**config.mk**
```make
export PLATFORM = sky130hd
export DESIGN_NAME = slot_reset_seq
export DESIGN_NICKNAME = d
export VERILOG_FILES = /design/src/rtl/slot_rst_pkg.sv /design/src/rtl/exp_bus_master.sv /design/src/rtl/interval_timer.sv /design/src/rtl/perst_seq_ctrl.sv /design/src/rtl/slot_reset_seq.sv
export SDC_FILE = /design/constraint.sdc
export NUM_CORES = 1
export LEC_CHECK = 0
export ABC_CLOCK_PERIOD_IN_PS = 3900
export BUFFER_PORTS_ARGS = -buffer_cell sky130_fd_sc_hd__buf_4
export CAP_MARGIN = 0
export CORE_MARGIN = 2
export CORE_UTILIZATION = 50
export DETAILED_ROUTE_END_ITERATION = 7
export GPL_TIMING_DRIVEN = 0
export PLACE_DENSITY_LB_ADDON = 0.05
export SETUP_SLACK_MARGIN = 0.05
export SLEW_MARGIN = 5
export SYNTH_ARGS = -nofsm -noshare
export SYNTH_HDL_FRONTEND = slang
export SYNTH_SLANG_ARGS = --single-unit
```
**constraint.sdc**
```tcl
create_clock -name clk -period 3.9 [get_ports clk]
set_input_delay 0 -clock clk [delete_from_list [all_inputs] [get_ports clk]]
set_output_delay 0 -clock clk [all_outputs]
set_load 0.02 [all_outputs]
```
**src/rtl/slot_rst_pkg.sv**
```systemverilog
package slot_rst_pkg;

    typedef enum logic [3:0] {
        SQ_IDLE, SQ_ASSERT_OUT, SQ_SET_DIR, SQ_READ_IN, SQ_WAIT_PWR,
        SQ_HOLD, SQ_RELEASE, SQ_SETTLE, SQ_DONE, SQ_FAULT
    } seq_state_t;

    typedef enum logic [2:0] {
        BM_IDLE, BM_START, BM_BIT, BM_RSTART, BM_STOP
    } bus_state_t;

    typedef enum logic [2:0] {
        STEP_NONE = 3'd0, STEP_OUT_LOW = 3'd1, STEP_DIR = 3'd2,
        STEP_READ = 3'd3, STEP_OUT_HIGH = 3'd4
    } step_t;

    localparam logic [7:0] REG_INPUT   = 8'h00;
    localparam logic [7:0] REG_OUTPUT  = 8'h01;
    localparam logic [7:0] REG_DIR     = 8'h03;
    localparam logic [7:0] VAL_ASSERT  = 8'h00;
    localparam logic [7:0] VAL_RELEASE = 8'h03;
    localparam logic [7:0] VAL_DIR     = 8'hFC;
    localparam int unsigned PRESENT_BIT = 2;

endpackage

```
**src/rtl/exp_bus_master.sv**
```systemverilog
module exp_bus_master #(
    parameter int unsigned SCL_DIV    = 312,
    parameter logic [6:0]  DEV_ADDR   = 7'h41,
    parameter int unsigned SAMPLE_BIT = 2
) (
    input  logic       clk,
    input  logic       rst_n,
    input  logic       go,
    input  logic       rd,
    input  logic [7:0] reg_addr,
    input  logic [7:0] wdata,
    output logic       xfer_done,
    output logic       xfer_nack,
    output logic       rd_bit,
    output logic       scl_low,
    output logic       sda_low,
    input  logic       sda_in
);
    import slot_rst_pkg::*;

    localparam int unsigned DIVW = $clog2(SCL_DIV + 1);

    bus_state_t      bst;
    logic [1:0]      q;
    logic [DIVW-1:0] div_cnt;
    logic [3:0]      bit_cnt;
    logic [1:0]      byte_idx;
    logic [7:0]      sh;
    logic            rd_mode, nack_seen, tick, recv;

    assign tick      = (div_cnt == DIVW'(SCL_DIV - 1));
    assign recv      = rd_mode && (byte_idx == 2'd3);
    assign xfer_nack = nack_seen;

    always_ff @(posedge clk or negedge rst_n) begin
        if (!rst_n) begin
            bst <= BM_IDLE; q <= 2'd0; div_cnt <= '0; bit_cnt <= 4'd0;
            byte_idx <= 2'd0; sh <= 8'h00; rd_mode <= 1'b0;
            nack_seen <= 1'b0; rd_bit <= 1'b0; xfer_done <= 1'b0;
        end else begin
            xfer_done <= 1'b0;
            if (bst == BM_IDLE) begin
                div_cnt <= '0;
                q       <= 2'd0;
                if (go) begin
                    bst <= BM_START; rd_mode <= rd; byte_idx <= 2'd0;
                    sh <= {DEV_ADDR, 1'b0}; nack_seen <= 1'b0; bit_cnt <= 4'd0;
                end
            end else if (!tick) begin
                div_cnt <= div_cnt + 1'b1;
            end else begin
                div_cnt <= '0;
                q       <= q + 2'd1;
                if (q == 2'd2 && bst == BM_BIT) begin
                    if (bit_cnt == 4'd8) begin
                        if (!recv && sda_in) nack_seen <= 1'b1;
                    end else if (recv) begin
                        sh <= {sh[6:0], sda_in};
                    end
                end
                if (q == 2'd3) begin
                    unique case (bst)
                        BM_START, BM_RSTART: begin
                            bst <= BM_BIT; bit_cnt <= 4'd0;
                        end
                        BM_BIT: begin
                            if (bit_cnt != 4'd8) begin
                                bit_cnt <= bit_cnt + 4'd1;
                                if (!recv) sh <= {sh[6:0], 1'b0};
                            end else begin
                                bit_cnt <= 4'd0;
                                if (nack_seen) begin
                                    bst <= BM_STOP;
                                end else begin
                                    unique case (byte_idx)
                                        2'd0: begin byte_idx <= 2'd1; sh <= reg_addr; end
                                        2'd1: begin
                                            byte_idx <= 2'd2;
                                            if (rd_mode) begin
                                                bst <= BM_RSTART; sh <= {DEV_ADDR, 1'b1};
                                            end else begin
                                                sh <= wdata;
                                            end
                                        end
                                        2'd2: begin
                                            if (rd_mode) byte_idx <= 2'd3;
                                            else         bst <= BM_STOP;
                                        end
                                        default: begin
                                            rd_bit <= sh[SAMPLE_BIT];
                                            bst    <= BM_STOP;
                                        end
                                    endcase
                                end
                            end
                        end
                        BM_STOP: begin
                            bst <= BM_IDLE; xfer_done <= 1'b1;
                        end
                        default: bst <= BM_IDLE;
                    endcase
                end
            end
        end
    end

    always_comb begin
        scl_low = 1'b0;
        sda_low = 1'b0;
        unique case (bst)
            BM_IDLE:   ;
            BM_START:  begin scl_low = (q == 2'd3); sda_low = (q != 2'd0); end
            BM_RSTART: begin scl_low = (q == 2'd0 || q == 2'd3); sda_low = (q >= 2'd2); end
            BM_BIT: begin
                scl_low = (q == 2'd0 || q == 2'd3);
                sda_low = (bit_cnt != 4'd8 && !recv) ? ~sh[7] : 1'b0;
            end
            BM_STOP:   begin scl_low = (q == 2'd0); sda_low = (q < 2'd2); end
            default:   ;
        endcase
    end

    // data line held steady while the clock line is high inside a bit
    p_sda_stable_r11: assert property (@(posedge clk) disable iff (!rst_n)
        (bst == BM_BIT && $past(bst) == BM_BIT && !scl_low && !$past(scl_low))
        |-> $stable(sda_low));

endmodule

```
**src/rtl/interval_timer.sv**
```systemverilog
module interval_timer #(
    parameter int unsigned W = 27
) (
    input  logic         clk,
    input  logic         rst_n,
    input  logic         load,
    input  logic [W-1:0] value,
    output logic         expired
);
    logic [W-1:0] count;

    always_ff @(posedge clk or negedge rst_n) begin
        if (!rst_n)             count <= '0;
        else if (load)          count <= value;
        else if (count != '0)   count <= count - 1'b1;
    end

    assign expired = (count == '0);

    // once expired the timer stays expired until reloaded
    p_expired_holds_r5: assert property (@(posedge clk) disable iff (!rst_n)
        (expired && !load) |=> expired);

endmodule

```
**src/rtl/perst_seq_ctrl.sv**
```systemverilog
module perst_seq_ctrl #(
    parameter int unsigned HOLD_CYC   = 2000,
    parameter int unsigned SETTLE_CYC = 1000,
    parameter int unsigned TW         = 12
) (
    input  logic          clk,
    input  logic          rst_n,
    input  logic          pwr_good,
    input  logic          start,
    input  logic          warm_rst,
    output logic          go,
    output logic          rd,
    output logic [7:0]    reg_addr,
    output logic [7:0]    wdata,
    input  logic          xfer_done,
    input  logic          xfer_nack,
    input  logic          rd_bit,
    output logic          t_load,
    output logic [TW-1:0] t_value,
    input  logic          t_expired,
    output logic          busy,
    output logic          done,
    output logic          err,
    output logic [2:0]    err_step,
    output logic          slot_present,
    output logic [1:0]    perst_mirror
);
    import slot_rst_pkg::*;

    seq_state_t state, nxt;
    step_t      step_q, step_now;
    logic       issued, launch;

    always_ff @(posedge clk or negedge rst_n) begin
        if (!rst_n) state <= SQ_IDLE;
        else        state <= nxt;
    end

    always_comb begin
        nxt = state;
        unique case (state)
            SQ_IDLE, SQ_DONE, SQ_FAULT: if (start || warm_rst) nxt = SQ_ASSERT_OUT;
            SQ_ASSERT_OUT: if (xfer_done) nxt = xfer_nack ? SQ_FAULT : SQ_SET_DIR;
            SQ_SET_DIR:    if (xfer_done) nxt = xfer_nack ? SQ_FAULT : SQ_READ_IN;
            SQ_READ_IN:    if (xfer_done) nxt = xfer_nack ? SQ_FAULT : SQ_WAIT_PWR;
            SQ_WAIT_PWR:   if (pwr_good) nxt = SQ_HOLD;
            SQ_HOLD: begin
                if (!pwr_good)      nxt = SQ_WAIT_PWR;
                else if (t_expired) nxt = SQ_RELEASE;
            end
            SQ_RELEASE:    if (xfer_done) nxt = xfer_nack ? SQ_FAULT : SQ_SETTLE;
            SQ_SETTLE:     if (t_expired) nxt = SQ_DONE;
            default:       nxt = SQ_IDLE;
        endcase
    end

    always_comb begin
        go = 1'b0; rd = 1'b0; reg_addr = REG_OUTPUT; wdata = VAL_ASSERT;
        busy = 1'b1; step_now = STEP_NONE;
        unique case (state)
            SQ_IDLE, SQ_DONE, SQ_FAULT: busy = 1'b0;
            SQ_ASSERT_OUT: begin go = !issued; step_now = STEP_OUT_LOW; end
            SQ_SET_DIR: begin
                go = !issued; reg_addr = REG_DIR; wdata = VAL_DIR; step_now = STEP_DIR;
            end
            SQ_READ_IN: begin
                go = !issued; rd = 1'b1; reg_addr = REG_INPUT; step_now = STEP_READ;
            end
            SQ_RELEASE: begin go = !issued; wdata = VAL_RELEASE; step_now = STEP_OUT_HIGH; end
            default: ;
        endcase
        done    = (state == SQ_DONE);
        launch  = !busy && (start || warm_rst);
        t_load  = (nxt == SQ_HOLD && state != SQ_HOLD) || (nxt == SQ_SETTLE && state != SQ_SETTLE);
        t_value = (nxt == SQ_HOLD) ? TW'(HOLD_CYC - 1) : TW'(SETTLE_CYC - 1);
    end

    always_ff @(posedge clk or negedge rst_n) begin
        if (!rst_n) begin
            issued <= 1'b0; err <= 1'b0; step_q <= STEP_NONE;
            slot_present <= 1'b0; perst_mirror <= 2'b00;
        end else begin
            if (go)        issued <= 1'b1;
            if (xfer_done) issued <= 1'b0;
            if (launch) begin
                err <= 1'b0; step_q <= STEP_NONE; perst_mirror <= 2'b00;
            end
            if (xfer_done) begin
                if (xfer_nack) begin
                    err <= 1'b1; step_q <= step_now;
                end else begin
                    if (state == SQ_READ_IN) slot_present <= ~rd_bit;
                    if (state == SQ_RELEASE) perst_mirror <= 2'b11;
                end
            end
        end
    end

    assign err_step = step_q;

    // an aborted sequence is never reported busy
    p_err_not_busy_r10: assert property (@(posedge clk) disable iff (!rst_n)
        err |-> !busy);
    // slots stay held while waiting for power
    p_held_waiting_r4: assert property (@(posedge clk) disable iff (!rst_n)
        (state == SQ_WAIT_PWR) |-> (perst_mirror == 2'b00));
    // losing power during the hold returns to the wait
    p_pg_drop_r5: assert property (@(posedge clk) disable iff (!rst_n)
        (state == SQ_HOLD && !pwr_good) |=> (state == SQ_WAIT_PWR));
    // a request during the hold does not disturb it
    p_busy_ignore_r9: assert property (@(posedge clk) disable iff (!rst_n)
        (state == SQ_HOLD && (start || warm_rst) && pwr_good && !t_expired)
        |=> (state == SQ_HOLD));
    // relaunching clears the done and error reports
    p_relaunch_clears_r8: assert property (@(posedge clk) disable iff (!rst_n)
        ((state == SQ_DONE || state == SQ_FAULT) && (start || warm_rst))
        |=> (!done && !err));

endmodule

```
**src/rtl/slot_reset_seq.sv**
```systemverilog
module slot_reset_seq #(
    parameter int unsigned CLK_HZ    = 125_000_000,
    parameter int unsigned HOLD_MS   = 1000,
    parameter int unsigned SETTLE_MS = 100,
    parameter int unsigned SCL_DIV   = 312
) (
    input  logic       clk,
    input  logic       rst_n,
    input  logic       pwr_good,
    input  logic       start,
    input  logic       warm_rst,
    output logic       scl_low,
    output logic       sda_low,
    input  logic       sda_in,
    output logic       busy,
    output logic       done,
    output logic       err,
    output logic [2:0] err_step,
    output logic       slot_present,
    output logic [1:0] perst_mirror
);
    localparam int unsigned CYC_PER_MS = CLK_HZ / 1000;
    localparam int unsigned HOLD_CYC   = CYC_PER_MS * HOLD_MS;
    localparam int unsigned SETTLE_CYC = CYC_PER_MS * SETTLE_MS;
    localparam int unsigned MAX_CYC    = (HOLD_CYC > SETTLE_CYC) ? HOLD_CYC : SETTLE_CYC;
    localparam int unsigned TW         = $clog2(MAX_CYC + 1);

    logic          go, rd, xfer_done, xfer_nack, rd_bit, t_load, t_expired;
    logic [7:0]    reg_addr, wdata;
    logic [TW-1:0] t_value;

    perst_seq_ctrl #(.HOLD_CYC(HOLD_CYC), .SETTLE_CYC(SETTLE_CYC), .TW(TW)) u_ctrl (
        .clk(clk), .rst_n(rst_n), .pwr_good(pwr_good), .start(start), .warm_rst(warm_rst),
        .go(go), .rd(rd), .reg_addr(reg_addr), .wdata(wdata),
        .xfer_done(xfer_done), .xfer_nack(xfer_nack), .rd_bit(rd_bit),
        .t_load(t_load), .t_value(t_value), .t_expired(t_expired),
        .busy(busy), .done(done), .err(err), .err_step(err_step),
        .slot_present(slot_present), .perst_mirror(perst_mirror)
    );

    exp_bus_master #(.SCL_DIV(SCL_DIV), .DEV_ADDR(7'h41),
                     .SAMPLE_BIT(slot_rst_pkg::PRESENT_BIT)) u_bus (
        .clk(clk), .rst_n(rst_n), .go(go), .rd(rd), .reg_addr(reg_addr), .wdata(wdata),
        .xfer_done(xfer_done), .xfer_nack(xfer_nack), .rd_bit(rd_bit),
        .scl_low(scl_low), .sda_low(sda_low), .sda_in(sda_in)
    );

    interval_timer #(.W(TW)) u_timer (
        .clk(clk), .rst_n(rst_n), .load(t_load), .value(t_value), .expired(t_expired)
    );

endmodule

```
==> results.ini, run 1 <==
[final_layout]
utilization_pct = 57.6
antenna_cells = 0
fin_nets = 513
area_growth_pct = 12.4
drive_gt1_share_pct = 9.00
instances_no_fill = 605
nFillCells = 724

[cts]
clk-insertion-delay-late_ns = 0.35
clockBufferDepth = 2
numCtsBuffers = 9
path_clk_slew_ns = 0.07
ctsHtreeMaxLevel = 3
cts_root_buf = clkbuf_8
postCtsResizedCells = 0
cts_sinks = 71
cts_tree = yes

[placed_design]
dp_hpwl_um = 6950
dp_slack_ns = 0.977
place_congestion = 0.871
dpl.cell_count = 587
numPortBuffers = 16

[global_route]
antenna_found_initial = 0
grt_pass1_vias = 3518
grt_pass1_wl_um = 16900
overflow = 0
grt_max_degree = 72
grtUsageTotal_pct = 23.8

[setup_path]
critPathTopFamily = simple AND/OR/NAND/NOR gates
max_stage_delay_ns = 0.75
required_ns = 4.08
worst-setup-path-type = flip-flop to flip-flop
worst_r2r_startpoint = u_timer.count[18]$_DFFE_PN0P_
cp-end-kind = flip-flop
r2r_cells = 7
critical_path_arrival_ns = 3.18
worst-path-buf-inv = 2
worstPathMaxFanout = 10
crit_path_cell_trace = nor4_1 -> and4_1 -> clkbuf_1 -> nand3_1 -> clkbuf_1 -> o21ai_0 -> o2111ai_1
r2r_slack_ns = 0.90
r2r-end = u_ctrl.state[0]$_DFF_PN0_
cpMostUsedCell = clkbuf_1
start_kind = flip-flop
crit_slowest_cell = nor4_1

[power_and_ir_drop]
p_per_area_mw_per_mm2 = 341
leakage_uw = 0.00181
p_total_uw = 1600
ir_drop_uv = 269

[timing]
setup_ws_ns = 0.902
relSlewSlack_pct = 36.5
finalClockSkew_ns = 0.0100
worst_pin_slew_ns = 0.953
period_needed_ns = 3.00
hold_viol = 0
fin_tns_setup_ns = 0
finalMaxSlewViolations = 0
fin_crit_sh_pct = 76.9
rsz0062_at_grt = no
fmax_mhz = 334
setup_viol = 0

[route]
drt_iter0_drc = 207
dr.pass1.iters = 5
route.detailed.drc = 0
antenna_left = 0
maxUsedRoutingLayer = met4
wl_met2_um = 4930
wire_per_inst_um = 16.3
viasPerCell = 6.03
wirelength_um = 9890
vias = 3646
wl_met1_um = 4430
dr_wl_met3_um = 404

[floorplan]
dieArea_mm2 = 0.00908
initial_core_util_pct = 51.2
rows = 33
die_w_um = 95.3
die_h_um = 95.3
ioPinCount = 17
coreArea_mm2 = 0.00813

[logic_synthesis]
synth_top_family_by_area = simple AND/OR/NAND/NOR gates
synth_compound_area_share_pct = 20.0
synthAdderAreaFrac_pct = 3.60
post_synth_num_cell_types = 63
synthXorXnorAreaFrac_pct = 3.78
synth_nets = 484
avgSynthCellArea_um2 = 8.94
synth_edf_count = 0
yosysWarnings = 0
yosys.area_share.simple_pct = 25.1
synth_area_mm2 = 0.00417
ys_seq_area_share_pct = 42.6
yosys_register_bits = 71
synth_mux_area_share_pct = 1.23
synth_ff_type = dfrtp_1
syn_inst = 466
ys_async_sr_fraction_pct = 100

[worst_hold_path]
hold-path-endpoint = u_ctrl.state[3]$_DFF_PN0_
hp-start = start
hold_class = primary input to flip-flop
holdPathStages = 4

[outcome]
status = finished, final reports clean

[flow_run]
maxCapViolCount = 0

## worst register-to-register path, cell delays in order (launching register included)
cell       delay, ns
dfrtp_1         0.40
nor4_1          0.75
and4_1          0.30
clkbuf_1        0.27
nand3_1         0.31
clkbuf_1        0.35
o21ai_0         0.31
o2111ai_1       0.15
## stage by stage
stage               instance area [um^2]  hold slack [ns]
floorplan                           4170           -0.296
global placement                    4420            0.188
detailed placement                  4420            0.199
CTS                                 4680           0.0516
global route                        4680            0.105
finish                              4680           0.0650
## report_power, final
part | leakage [uW] | internal (uW) | switching, uW
registers | 0.000866 | 758 | 20.1
clock network | 0.000124 | 444 | 291
logic | 0.000825 | 33.0 | 50.0
## worst max-delay path by stage
| stage | from | endpoint | slack (ns) | depth (start not counted) |
|---|---|---|---|---|
| after global placement | u_timer.count[18]$_DFFE_PN0P_ | u_ctrl.state[0]$_DFF_PN0_ | 1.06 | 7 |
| final | u_timer.count[18]$_DFFE_PN0P_ | u_ctrl.state[0]$_DFF_PN0_ | 0.90 | 7 |
| after CTS | u_timer.count[18]$_DFFE_PN0P_ | u_ctrl.state[0]$_DFF_PN0_ | 0.97 | 7 |
| after detailed placement | u_timer.count[18]$_DFFE_PN0P_ | u_ctrl.state[0]$_DFF_PN0_ | 0.98 | 7 |
| after global routing | u_timer.count[18]$_DFFE_PN0P_ | u_ctrl.state[0]$_DFF_PN0_ | 0.72 | 7 |
| after floorplan | u_bus.bst[2]$_DFFE_PN0P_ | u_bus.bst[0]$_DFFE_PN0P_ | 1.59 | 5 |
## cells in the mapped netlist, types with 6 or more instances
master | number | area [um^2]
or3_1 | 10 | 62.6
nand2b_1 | 12 | 75.1
nor2_1 | 41 | 154
xnor2_1 | 10 | 87.6
nand3_1 | 17 | 85.1
dfrtp_1 | 71 | 1780
nor4_1 | 9 | 56.3
ha_1 | 12 | 150
inv_1 | 14 | 52.6
a21oi_1 | 21 | 105
o31ai_1 | 8 | 60.1
clkbuf_1 | 21 | 78.8
nor3_1 | 21 | 105
xor2_1 | 8 | 70.1
a211oi_1 | 7 | 52.6
o21ai_0 | 41 | 205
or4_1 | 8 | 60.1
nor2b_1 | 6 | 37.5
nand2_1 | 40 | 150
## routing by layer
metal  GRT usage (%)  vias up
met1            31.3     1763
met4            6.76        0
met5               0        -
li1                -     1773
met2            40.0       96
met3            4.66       14
## layout make-up
type | count | area, um^2 | share of cell area, %
Clock inverter | 5 | 104 | 2.22
Timing Repair Buffer | 18 | 140 | 2.99
Tap cell | 105 | 131 | 2.81
Multi-Input combinational cell | 356 | 2240 | 47.8
Inverter | 14 | 52.6 | 1.12
Buffer | 25 | 98.8 | 2.11
Clock buffer | 11 | 141 | 3.02
Sequential cell | 71 | 1780 | 37.9
## registers in the layout (all words and copies together) (netlist names)
register / cells
u_bus.rd_mode: 1
u_ctrl.perst_mirror: 2
u_bus.sh: 8
u_ctrl.err: 1
u_bus.xfer_nack: 1
u_bus.byte_idx: 2
u_bus.bst: 3
u_bus.bit_cnt: 4
u_ctrl.state: 4
u_bus.div_cnt: 9
u_ctrl.err_step: 3
u_ctrl.slot_present: 1
u_bus.q: 2
u_ctrl.issued: 1
u_bus.xfer_done: 1
u_timer.count: 27
u_bus.rd_bit: 1
## logic make-up (layout without fill, tap and decap cells)
group,Yosys count,in the layout
AO/OA/AOI/OAI,124,124
XOR/XNOR,18,18
adder cells (fa/ha/maj),12,12
buffers and inverters,39,73
flip-flops,71,71
multiplexers,5,5
AND/OR/NAND/NOR,197,197
## timing repair
item / 4_1_cts / 5_1_grt
hold endpoints to repair: 72 / 0
hold buffers: 2 / 0
buffers inserted: 0 / 0
endpoints found under the setup margin: 0 / 0
## placed cells by master, fill, tap and decap left out, drive strengths merged, types with 3 or more instances in the layout
| master | n |
|---|---|
| o31a | 3 |
| nand2 | 40 |
| inv | 15 |
| nand2b | 12 |
| mux2i | 4 |
| nand4 | 4 |
| nor2 | 41 |
| a21oi | 21 |
| xnor2 | 10 |
| o21ai | 42 |
| a21o | 4 |
| or4 | 8 |
| or3 | 11 |
| nand3 | 17 |
| xor2 | 8 |
| a211oi | 7 |
| o211ai | 5 |
| o41ai | 5 |
| buf | 19 |
| bufinv | 3 |
| a22oi | 3 |
| a31oi | 3 |
| ha | 12 |
| o31ai | 8 |
| clkbuf | 33 |
| nor2b | 6 |
| nor4 | 10 |
| and3 | 4 |
| a2111oi | 5 |
| nor3 | 23 |
| and2 | 6 |
| dfrtp | 71 |
(Power assumes the default switching activity.)
==> run 2, diff against run 1 <==
--- a/config.mk
+++ b/config.mk
@@ -5,7 +5,7 @@
 export SDC_FILE = /design/constraint.sdc
 export NUM_CORES = 1
 export LEC_CHECK = 0
-export ABC_CLOCK_PERIOD_IN_PS = 3900
+export ABC_CLOCK_PERIOD_IN_PS = 2500
 export BUFFER_PORTS_ARGS = -buffer_cell sky130_fd_sc_hd__buf_4
 export CAP_MARGIN = 0
 export CORE_MARGIN = 2
==> constraint.sdc (replaced) <==
create_clock -name clk -period 2.5 [get_ports clk]
set_input_delay 0 -clock clk [delete_from_list [all_inputs] [get_ports clk]]
set_output_delay 0 -clock clk [all_outputs]
set_load 0.02 [all_outputs]
==> run 2 against run 1 <==
Total power increased by 56%. Core utilization rose by 1.7 points. Worst setup slack got worse by 0.86 ns. Final area increased by 3.0%. Via count grew 0.47%. Die area stayed put. First-iteration DRC count is 11% higher. Hold slack better by 0.012 ns. Global-route usage is 0.19 points higher. Critical endpoint is now sda_low.
==> results.ini, run 2 (synthesized netlist as in run 1, its figures left out) <==
[route]
wirelength_um = 9990  ; was 9890 um
vias = 3663  ; was 3,646
antenna_left = 0  ; unchanged
dr.pass1.iters = 5  ; unchanged
wire_per_inst_um = 16.4  ; was 16.3 um
viasPerCell = 6.01  ; was 6.03
route.detailed.drc = 0  ; unchanged
drt_iter0_drc = 230  ; was 207

[timing]
rsz0062_at_grt = yes  ; was no
fmax_mhz = 407
worst_pin_slew_ns = 0.959  ; was 0.953 ns
relSlewSlack_pct = 36.0  ; was 36.5%
fin_tns_setup_ns = 0  ; unchanged
setup_ws_ns = 0.0411  ; was 0.902 ns
period_needed_ns = 2.46
fin_crit_sh_pct = 98.4
setup_viol = 0  ; unchanged
finalClockSkew_ns = 0.00946  ; was 0.0100 ns
hold_viol = 0  ; unchanged
finalMaxSlewViolations = 0  ; unchanged

[setup_path]
critical_path_arrival_ns = 2.46  ; was 3.18 ns
worstPathMaxFanout = 10  ; unchanged
crit_slowest_cell = or3b_2  ; was nor4_1
critPathTopFamily = simple AND/OR/NAND/NOR gates  ; unchanged
worst-path-buf-inv = 3  ; was 2
max_stage_delay_ns = 0.47  ; was 0.75 ns
cp-end-kind = output port  ; was flip-flop
start_kind = flip-flop  ; unchanged
required_ns = 2.50  ; was 4.08 ns
crit_path_cell_trace = buf_2 -> or3b_2 -> clkbuf_1 -> nor2_2 -> a22oi_1 -> nand2_1 -> buf_4  ; was nor4_1 -> and4_1 -> clkbuf_1 -> nand3_1 -> clkbuf_1 -> o21ai_0 -> o2111ai_1
worst-setup-path-type = flip-flop to output port  ; was flip-flop to flip-flop

[placed_design]
dp_slack_ns = -0.423  ; was 0.977 ns
dp_hpwl_um = 6950  ; unchanged
place_congestion = 0.871  ; unchanged
numPortBuffers = 16  ; unchanged

[global_route]
grt_pass1_wl_um = 17000  ; was 16,900 um
grt_max_degree = 72  ; unchanged
grtUsageTotal_pct = 24.0  ; was 23.8%
overflow = 0  ; unchanged
antenna_found_initial = 0  ; unchanged
grt_pass1_vias = 3538  ; was 3,518

[power_and_ir_drop]
ir_drop_uv = 419  ; was 269 uV
p_sw_uw = 562  ; was 361 uW
p_comb_share_pct = 5.2  ; about the same
p_per_area_mw_per_mm2 = 516  ; was 341 mW/mm^2
pwr-share-clk_pct = 46.0  ; was 46.1%
intPower_uw = 1930  ; was 1230 uW
p_total_uw = 2490  ; was 1600 uW
switching_share_pct = 22.6  ; about the same
leakage_uw = 0.00187  ; was 0.00181 uW
p_seq_share_pct = 48.8  ; was 48.7%

[final_layout]
fin_nets = 517  ; was 513
top_register = u_timer.count  ; unchanged
drive_gt1_share_pct = 12.7  ; was 9.00%
largest_reg_flops = 27  ; unchanged
antenna_cells = 0  ; unchanged
final_common_cell = dfrtp_1  ; unchanged
reg.largest.list = u_timer.count (27), u_bus.div_cnt (9), u_bus.sh (8)  ; unchanged
final_cell_mix = dfrtp_1 (71), nor2_1 (40), nand2_1 (40), o21ai_0 (40), buf_4 (22)  ; was dfrtp_1 (71), nor2_1 (41), o21ai_0 (41)
utilization_pct = 59.3  ; was 57.6%
area_growth_pct = 15.8  ; was 12.4%

[floorplan]
die_h_um = 95.3  ; unchanged
dieArea_mm2 = 0.00908  ; unchanged
die_w_um = 95.3  ; unchanged
coreArea_mm2 = 0.00813  ; unchanged
ioPinCount = 17  ; unchanged
rows = 33  ; unchanged
initial_core_util_pct = 51.2  ; unchanged

[cts]
path_clk_slew_ns = 0.08  ; was 0.07 ns
cts_root_buf = clkbuf_8  ; unchanged
cts_sinks = 71  ; unchanged
clockBufferDepth = 2  ; unchanged
numCtsBuffers = 9  ; unchanged
ctsHtreeMaxLevel = 3  ; unchanged
cts_tree = yes  ; unchanged
clk-insertion-delay-late_ns = 0.35  ; about the same

[worst_hold_path]
hold_class = primary input to flip-flop  ; unchanged

[flow_run]
maxCapViolCount = 0  ; unchanged

[outcome]
status = finished, final reports clean  ; unchanged

[run 2: changes by cell type in the layout (fill, tap and decap cells not counted), moves of 2 or more]
| cell | before | now |
|---|---|---|
| a2111oi_0 | 4 | 2 |
| buf_4 | 16 | 22 |
| buf_6 | 0 | 2 |
| clkbuf_1 | 22 | 19 |
| nor3_2 | 2 | 0 |
| nor3_4 | 0 | 2 |
| nor4_1 | 9 | 6 |
| nor4_2 | 1 | 3 |
[run 2: metrics by stage]
stage                     instance area, um^2  std cells  hold WS [ns]
final                                    4820        609        0.0767
after floorplan                          4170        466        -0.296
after CTS                                4760        609        0.0516
after global routing                     4820        609         0.105
after detailed placement                 4420        587         0.199
after global placement                   4420        587         0.188
[run 2: what timing repair did]
action / in CTS / in global routing
resized for setup: 8 / 20
pin swaps: 2 / 1
endpoints found under the setup margin: 27 / 23
buffers inserted: 4 / 2
hold buffers: 2 / 0
hold endpoints to repair: 72 / 0
[run 2: final timing paths]
path / to / depth (start not counted) / slack, ns / startpoint
worst min register to register: u_ctrl.slot_present$_DFFE_PN0P_ / 1 / 0.46 / u_bus.rd_bit$_DFFE_PN0P_
worst max register to register: u_timer.count[25]$_DFFE_PN0P_ / 7 / 0.09 / u_timer.count[5]$_DFFE_PN0P_
worst min-delay path: u_ctrl.state[3]$_DFF_PN0_ / 4 / 0.08 / start
max in group asynchronous: u_bus.rd_mode$_DFFE_PN0P_ / 2 / 1.59 / rst_n
worst max-delay path: sda_low / 7 / 0.04 / u_bus.bst[2]$_DFFE_PN0P_
min in group asynchronous: u_timer.count[3]$_DFFE_PN0P_ / 2 / 0.32 / rst_n
[run 2: tightest hold or removal path, stage by stage]
cell	delay, ns
buf_4	0.08
nor3_1	0.05
a31oi_1	0.16
o31ai_1	0.09
[run 2: routing by layer]
| metal | up-vias | GRT usage [%] | part of all wire [%] |
|---|---|---|---|
| met5 | - | 0 | 0 |
| met4 | 0 | 7.00 | 1.3 |
| met3 | 12 | 4.66 | 3.4 |
| met2 | 86 | 40.3 | 50 |
| met1 | 1784 | 31.5 | 45 |
| li1 | 1781 | - | - |
[run 2: power by group through the flow]
| stage | sequential, uW | clock [uW] | combinational (uW) |
|---|---|---|---|
| finish | 1210 | 1150 | 130 |
| global route | 1220 | 1220 | 151 |
| CTS | 1210 | 1170 | 132 |
| detailed placement | 1230 | 0 | 130 |
| global placement | 1230 | 0 | 126 |
| floorplan | 1230 | 0 | 70.2 |
[run 2: final cells by class]
| class | count | area (um^2) |
|---|---|---|
| Buffer | 23 | 108 |
| Clock buffer | 11 | 141 |
| Clock inverter | 5 | 104 |
| Fill cell | 722 | 3310 |
| Inverter | 14 | 52.6 |
| Multi-Input combinational cell | 356 | 2320 |
| Sequential cell | 71 | 1780 |
| Tap cell | 105 | 131 |
| Timing Repair Buffer | 24 | 185 |
==> run 3, diff against run 2 <==
--- a/config.mk
+++ b/config.mk
@@ -5,8 +5,9 @@
 export SDC_FILE = /design/constraint.sdc
 export NUM_CORES = 1
 export LEC_CHECK = 0
+export ABC_AREA = 1
 export ABC_CLOCK_PERIOD_IN_PS = 2500
-export BUFFER_PORTS_ARGS = -buffer_cell sky130_fd_sc_hd__buf_4
+export BUFFER_PORTS_ARGS = -buffer_cell sky130_fd_sc_hd__buf_2
 export CAP_MARGIN = 0
 export CORE_MARGIN = 2
 export CORE_UTILIZATION = 50
==> run 3 against run 2 <==
Clock power shrank 12%. Synthesized area grew 8.8%. Total power shrank 0.47%. Worst setup slack gained 0.54 ns. Clock skew shrank 0.0011 ns. First-iteration DRC count shrank 19%. Via count grew 9.2%. Combinational power grew 92%. Sequential share of layout area shrank 1.5 points. Critical endpoint is now u_timer.count[18]$_DFFE_PN0P_.
==> results.ini, run 3 <==
[logic_synthesis]
synth_top_area_share_pct = 39.2  ; was 42.6%
synth_area_leaders = dfrtp_1 (39%), nand2_1 (13%), nor2_1 (6.3%)  ; was dfrtp_1 (43%), o21ai_0 (4.9%), nor2_1 (3.7%)
synth_area_mm2 = 0.00453  ; was 0.00417 mm^2
yosys_register_bits = 71  ; unchanged
syn_inst = 608  ; was 466
synth_nets = 626  ; was 484
ys_async_sr_fraction_pct = 100  ; unchanged
synth_edf_count = 0  ; unchanged
synth_ff_type = dfrtp_1  ; unchanged
post_synth_num_cell_types = 45  ; was 63
yosysWarnings = 0  ; unchanged
yosysMostFrequentCell = nand2_1  ; was dfrtp_1
synthTopCellsByCount = nand2_1 (152), nor2_1 (76), dfrtp_1 (71)  ; was dfrtp_1 (71), nor2_1 (41), o21ai_0 (41)
avgSynthCellArea_um2 = 7.45  ; was 8.94 um^2
yosys.area.top_type = dfrtp_1  ; unchanged
ys_seq_area_share_pct = 39.2  ; was 42.6%

[route]
viasPerCell = 5.31  ; was 6.01
wirelength_um = 10400  ; was 9990 um
wire_per_inst_um = 13.8  ; was 16.4 um
vias = 4001  ; was 3,663
route.detailed.drc = 0  ; unchanged
drt_iter0_drc = 186  ; was 230
dr.pass1.iters = 5  ; unchanged
antenna_left = 0  ; unchanged

[setup_path]
crit_path_cell_trace = inv_1 -> ha_1 -> nand2_1 -> nor2_2 -> nand2_1 -> nor2_4 -> nand2_4 -> nor2_8 -> buf_12 -> a21oi_2  ; was buf_2 -> or3b_2 -> clkbuf_1 -> nor2_2 -> a22oi_1 -> nand2_1 -> buf_4
cp-end-kind = flip-flop  ; was output port
cpMostUsedCell = nand2_1
worstPathMaxFanout = 10  ; unchanged
worst-setup-path-type = flip-flop to flip-flop  ; was flip-flop to output port
required_ns = 2.73  ; was 2.50 ns
worst_r2r_startpoint = u_timer.count[0]$_DFFE_PN0P_  ; was u_timer.count[5]$_DFFE_PN0P_
start_kind = flip-flop  ; unchanged
r2r-end = u_timer.count[18]$_DFFE_PN0P_  ; was u_timer.count[25]$_DFFE_PN0P_
max_stage_delay_ns = 0.36  ; was 0.47 ns
crit_slowest_cell = dfrtp_1  ; was or3b_2
r2r_slack_ns = 0.58  ; was 0.09 ns
critPathTopFamily = simple AND/OR/NAND/NOR gates  ; unchanged
worst-path-buf-inv = 2  ; was 3
critical_path_arrival_ns = 2.15  ; was 2.46 ns
r2r_cells = 10  ; was 7

[global_route]
antenna_found_initial = 0  ; unchanged
use_met2_pct = 37.7  ; was 40.3%
grt_pass1_vias = 3810  ; was 3,538
use_met3_pct = 3.94  ; was 4.66%
grt.busiest_layer = met2  ; unchanged
grtUsageTotal_pct = 22.3  ; was 24.0%
met1_usage_pct = 29.3  ; was 31.5%
overflow = 0  ; unchanged
grt_max_degree = 45  ; was 72
grt_pass1_wl_um = 17900  ; was 17,000 um

[placed_design]
place_congestion = 0.903  ; was 0.871
numPortBuffers = 16  ; unchanged
dp_hpwl_um = 7720  ; was 6950 um
dpl.cell_count = 733  ; was 587
dp_slack_ns = 0.593  ; was -0.423 ns

[final_layout]
fin_nets = 658  ; was 517
top_register = u_timer.count  ; unchanged
reg.largest.list = u_timer.count (27), u_bus.div_cnt (9), u_bus.sh (8)  ; unchanged
drive_gt1_share_pct = 15.5  ; was 12.7%
instances_no_fill = 753  ; was 609
area_growth_pct = 11.1  ; was 15.8%
largest_reg_flops = 27  ; unchanged
final_common_cell = nand2_1  ; was dfrtp_1
utilization_pct = 57.5  ; was 59.3%
final_cell_mix = nand2_1 (152), nor2_1 (76), dfrtp_1 (71)  ; was dfrtp_1 (71), nor2_1 (40), nand2_1 (40), o21ai_0 (40), buf_4 (22)
antenna_cells = 0  ; unchanged

[power_and_ir_drop]
p_per_area_mw_per_mm2 = 492  ; was 516 mW/mm^2
p_comb_share_pct = 10.1  ; was 5.2%
pwr-share-clk_pct = 40.8  ; was 46.0%
ir_drop_uv = 440  ; was 419 uV
leakage_uw = 0.00236  ; was 0.00187 uW
switching_share_pct = 27.0  ; was 22.6%
p_sw_uw = 669  ; was 562 uW
p_seq_share_pct = 49.2  ; was 48.8%
intPower_uw = 1810  ; was 1930 uW

[floorplan]
die_w_um = 99.2  ; was 95.3 um
die_h_um = 99.2  ; was 95.3 um
rows = 34  ; was 33
initial_core_util_pct = 51.7  ; was 51.2%
dieArea_mm2 = 0.00984  ; was 0.00908 mm^2
coreArea_mm2 = 0.00876  ; was 0.00813 mm^2
ioPinCount = 17  ; unchanged

[cts]
clockBufferDepth = 2  ; unchanged
cts_tree = yes  ; unchanged
numCtsBuffers = 9  ; unchanged
path_clk_slew_ns = 0.08  ; about the same
hold_buffers = 4  ; was 2
cts_sinks = 71  ; unchanged
post-cts-setup-buffer-count = 0  ; was 4
ctsHtreeMaxLevel = 3  ; unchanged
postCtsResizedCells = 0  ; was 8
cts_root_buf = clkbuf_8  ; unchanged
clk-insertion-delay-late_ns = 0.35  ; about the same

[worst_hold_path]
holdPathStages = 4  ; unchanged
hp-start = warm_rst  ; was start
hold-path-endpoint = u_ctrl.err_step[2]$_DFF_PN0_  ; was u_ctrl.state[3]$_DFF_PN0_
hold_class = primary input to flip-flop  ; unchanged

[timing]
fin_tns_setup_ns = 0  ; unchanged
finalMaxSlewViolations = 0  ; unchanged
period_needed_ns = 1.92  ; was 2.46 ns
rsz0062_at_grt = no  ; was yes
setup_ws_ns = 0.580  ; was 0.0411 ns
setup_viol = 0  ; unchanged
worst_pin_slew_ns = 0.473  ; was 0.959 ns
finalClockSkew_ns = 0.00837  ; was 0.00946 ns
relSlewSlack_pct = 68.3  ; was 36.0%
hold_viol = 0  ; unchanged
fin_crit_sh_pct = 76.8  ; was 98.4%
fmax_mhz = 521  ; was 407 MHz

[flow_run]
maxCapViolCount = 0  ; unchanged

[outcome]
status = finished, final reports clean  ; unchanged

-- run 3: how the worst max path moves through the flow --
stage	from	end	cells after the start
after floorplan	u_timer.count[0]$_DFFE_PN0P_	u_timer.count[20]$_DFFE_PN0P_	10
after global placement	u_timer.count[0]$_DFFE_PN0P_	u_timer.count[13]$_DFFE_PN0P_	10
after detailed placement	u_timer.count[0]$_DFFE_PN0P_	u_timer.count[19]$_DFFE_PN0P_	10
after CTS	u_timer.count[0]$_DFFE_PN0P_	u_timer.count[23]$_DFFE_PN0P_	10
after global routing	u_timer.count[0]$_DFFE_PN0P_	u_timer.count[18]$_DFFE_PN0P_	10
final	u_timer.count[0]$_DFFE_PN0P_	u_timer.count[18]$_DFFE_PN0P_	10
-- run 3: worst reg2reg max path: cells and delay by family, from the launching register on --
kind	cells	cell delay [ns]
AOI/OAI and AO/OA	1	0.04
adders and majority gates	1	0.23
buffers and inverters	2	0.28
DFF	1	0.36
and+or+nand+nor	6	0.89
-- run 3: cells by family (layout without fill, tap and decap cells) --
logic type	after synthesis	count (layout)	share of synthesized area [%]
XOR/XNOR	10	10	1.93
buffers and inverters	91	128	8.39
flip-flops	71	71	39.2
AND/OR/NAND/NOR	350	350	37.1
adder cells (fa/ha/maj)	12	12	3.31
AO/OA/AOI/OAI	74	74	10.0
-- run 3: power groups by stage --
stage / clock network (uW) / logic, uW / registers (uW)
3_5_place_dp: 0 / 247 / 1240
2_1_floorplan: 0 / 168 / 1230
3_3_place_gp: 0 / 236 / 1240
4_1_cts: 1030 / 252 / 1220
6_report: 1010 / 249 / 1220
5_1_grt: 1080 / 284 / 1220
-- run 3: through the flow --
stage	total power, uW	area, um^2	hold WS (ns)
6_report	2480	5030	0.0546
5_1_grt	2590	5030	0.0900
4_1_cts	2500	5030	0.0213
3_5_place_dp	1490	4780	-0.0490
3_3_place_gp	1480	4750	0.305
2_1_floorplan	1400	4530	-0.296
-- run 3: cell type report --
type,instances,area (um^2)
Clock buffer,12,165
Timing Repair Buffer,21,150
Inverter,86,329
Tap cell,108,135
Clock inverter,4,52.6
Fill cell,847,3730
Multi-Input combinational cell,446,2370
Sequential cell,71,1780
Buffer,5,51.3
-- run 3: metal layers --
metal  up-vias  wire (um)
met1      1871       4840
met2        78       5020
met3        15        341
met5         -          0
li1       2037          -
met4         0        157
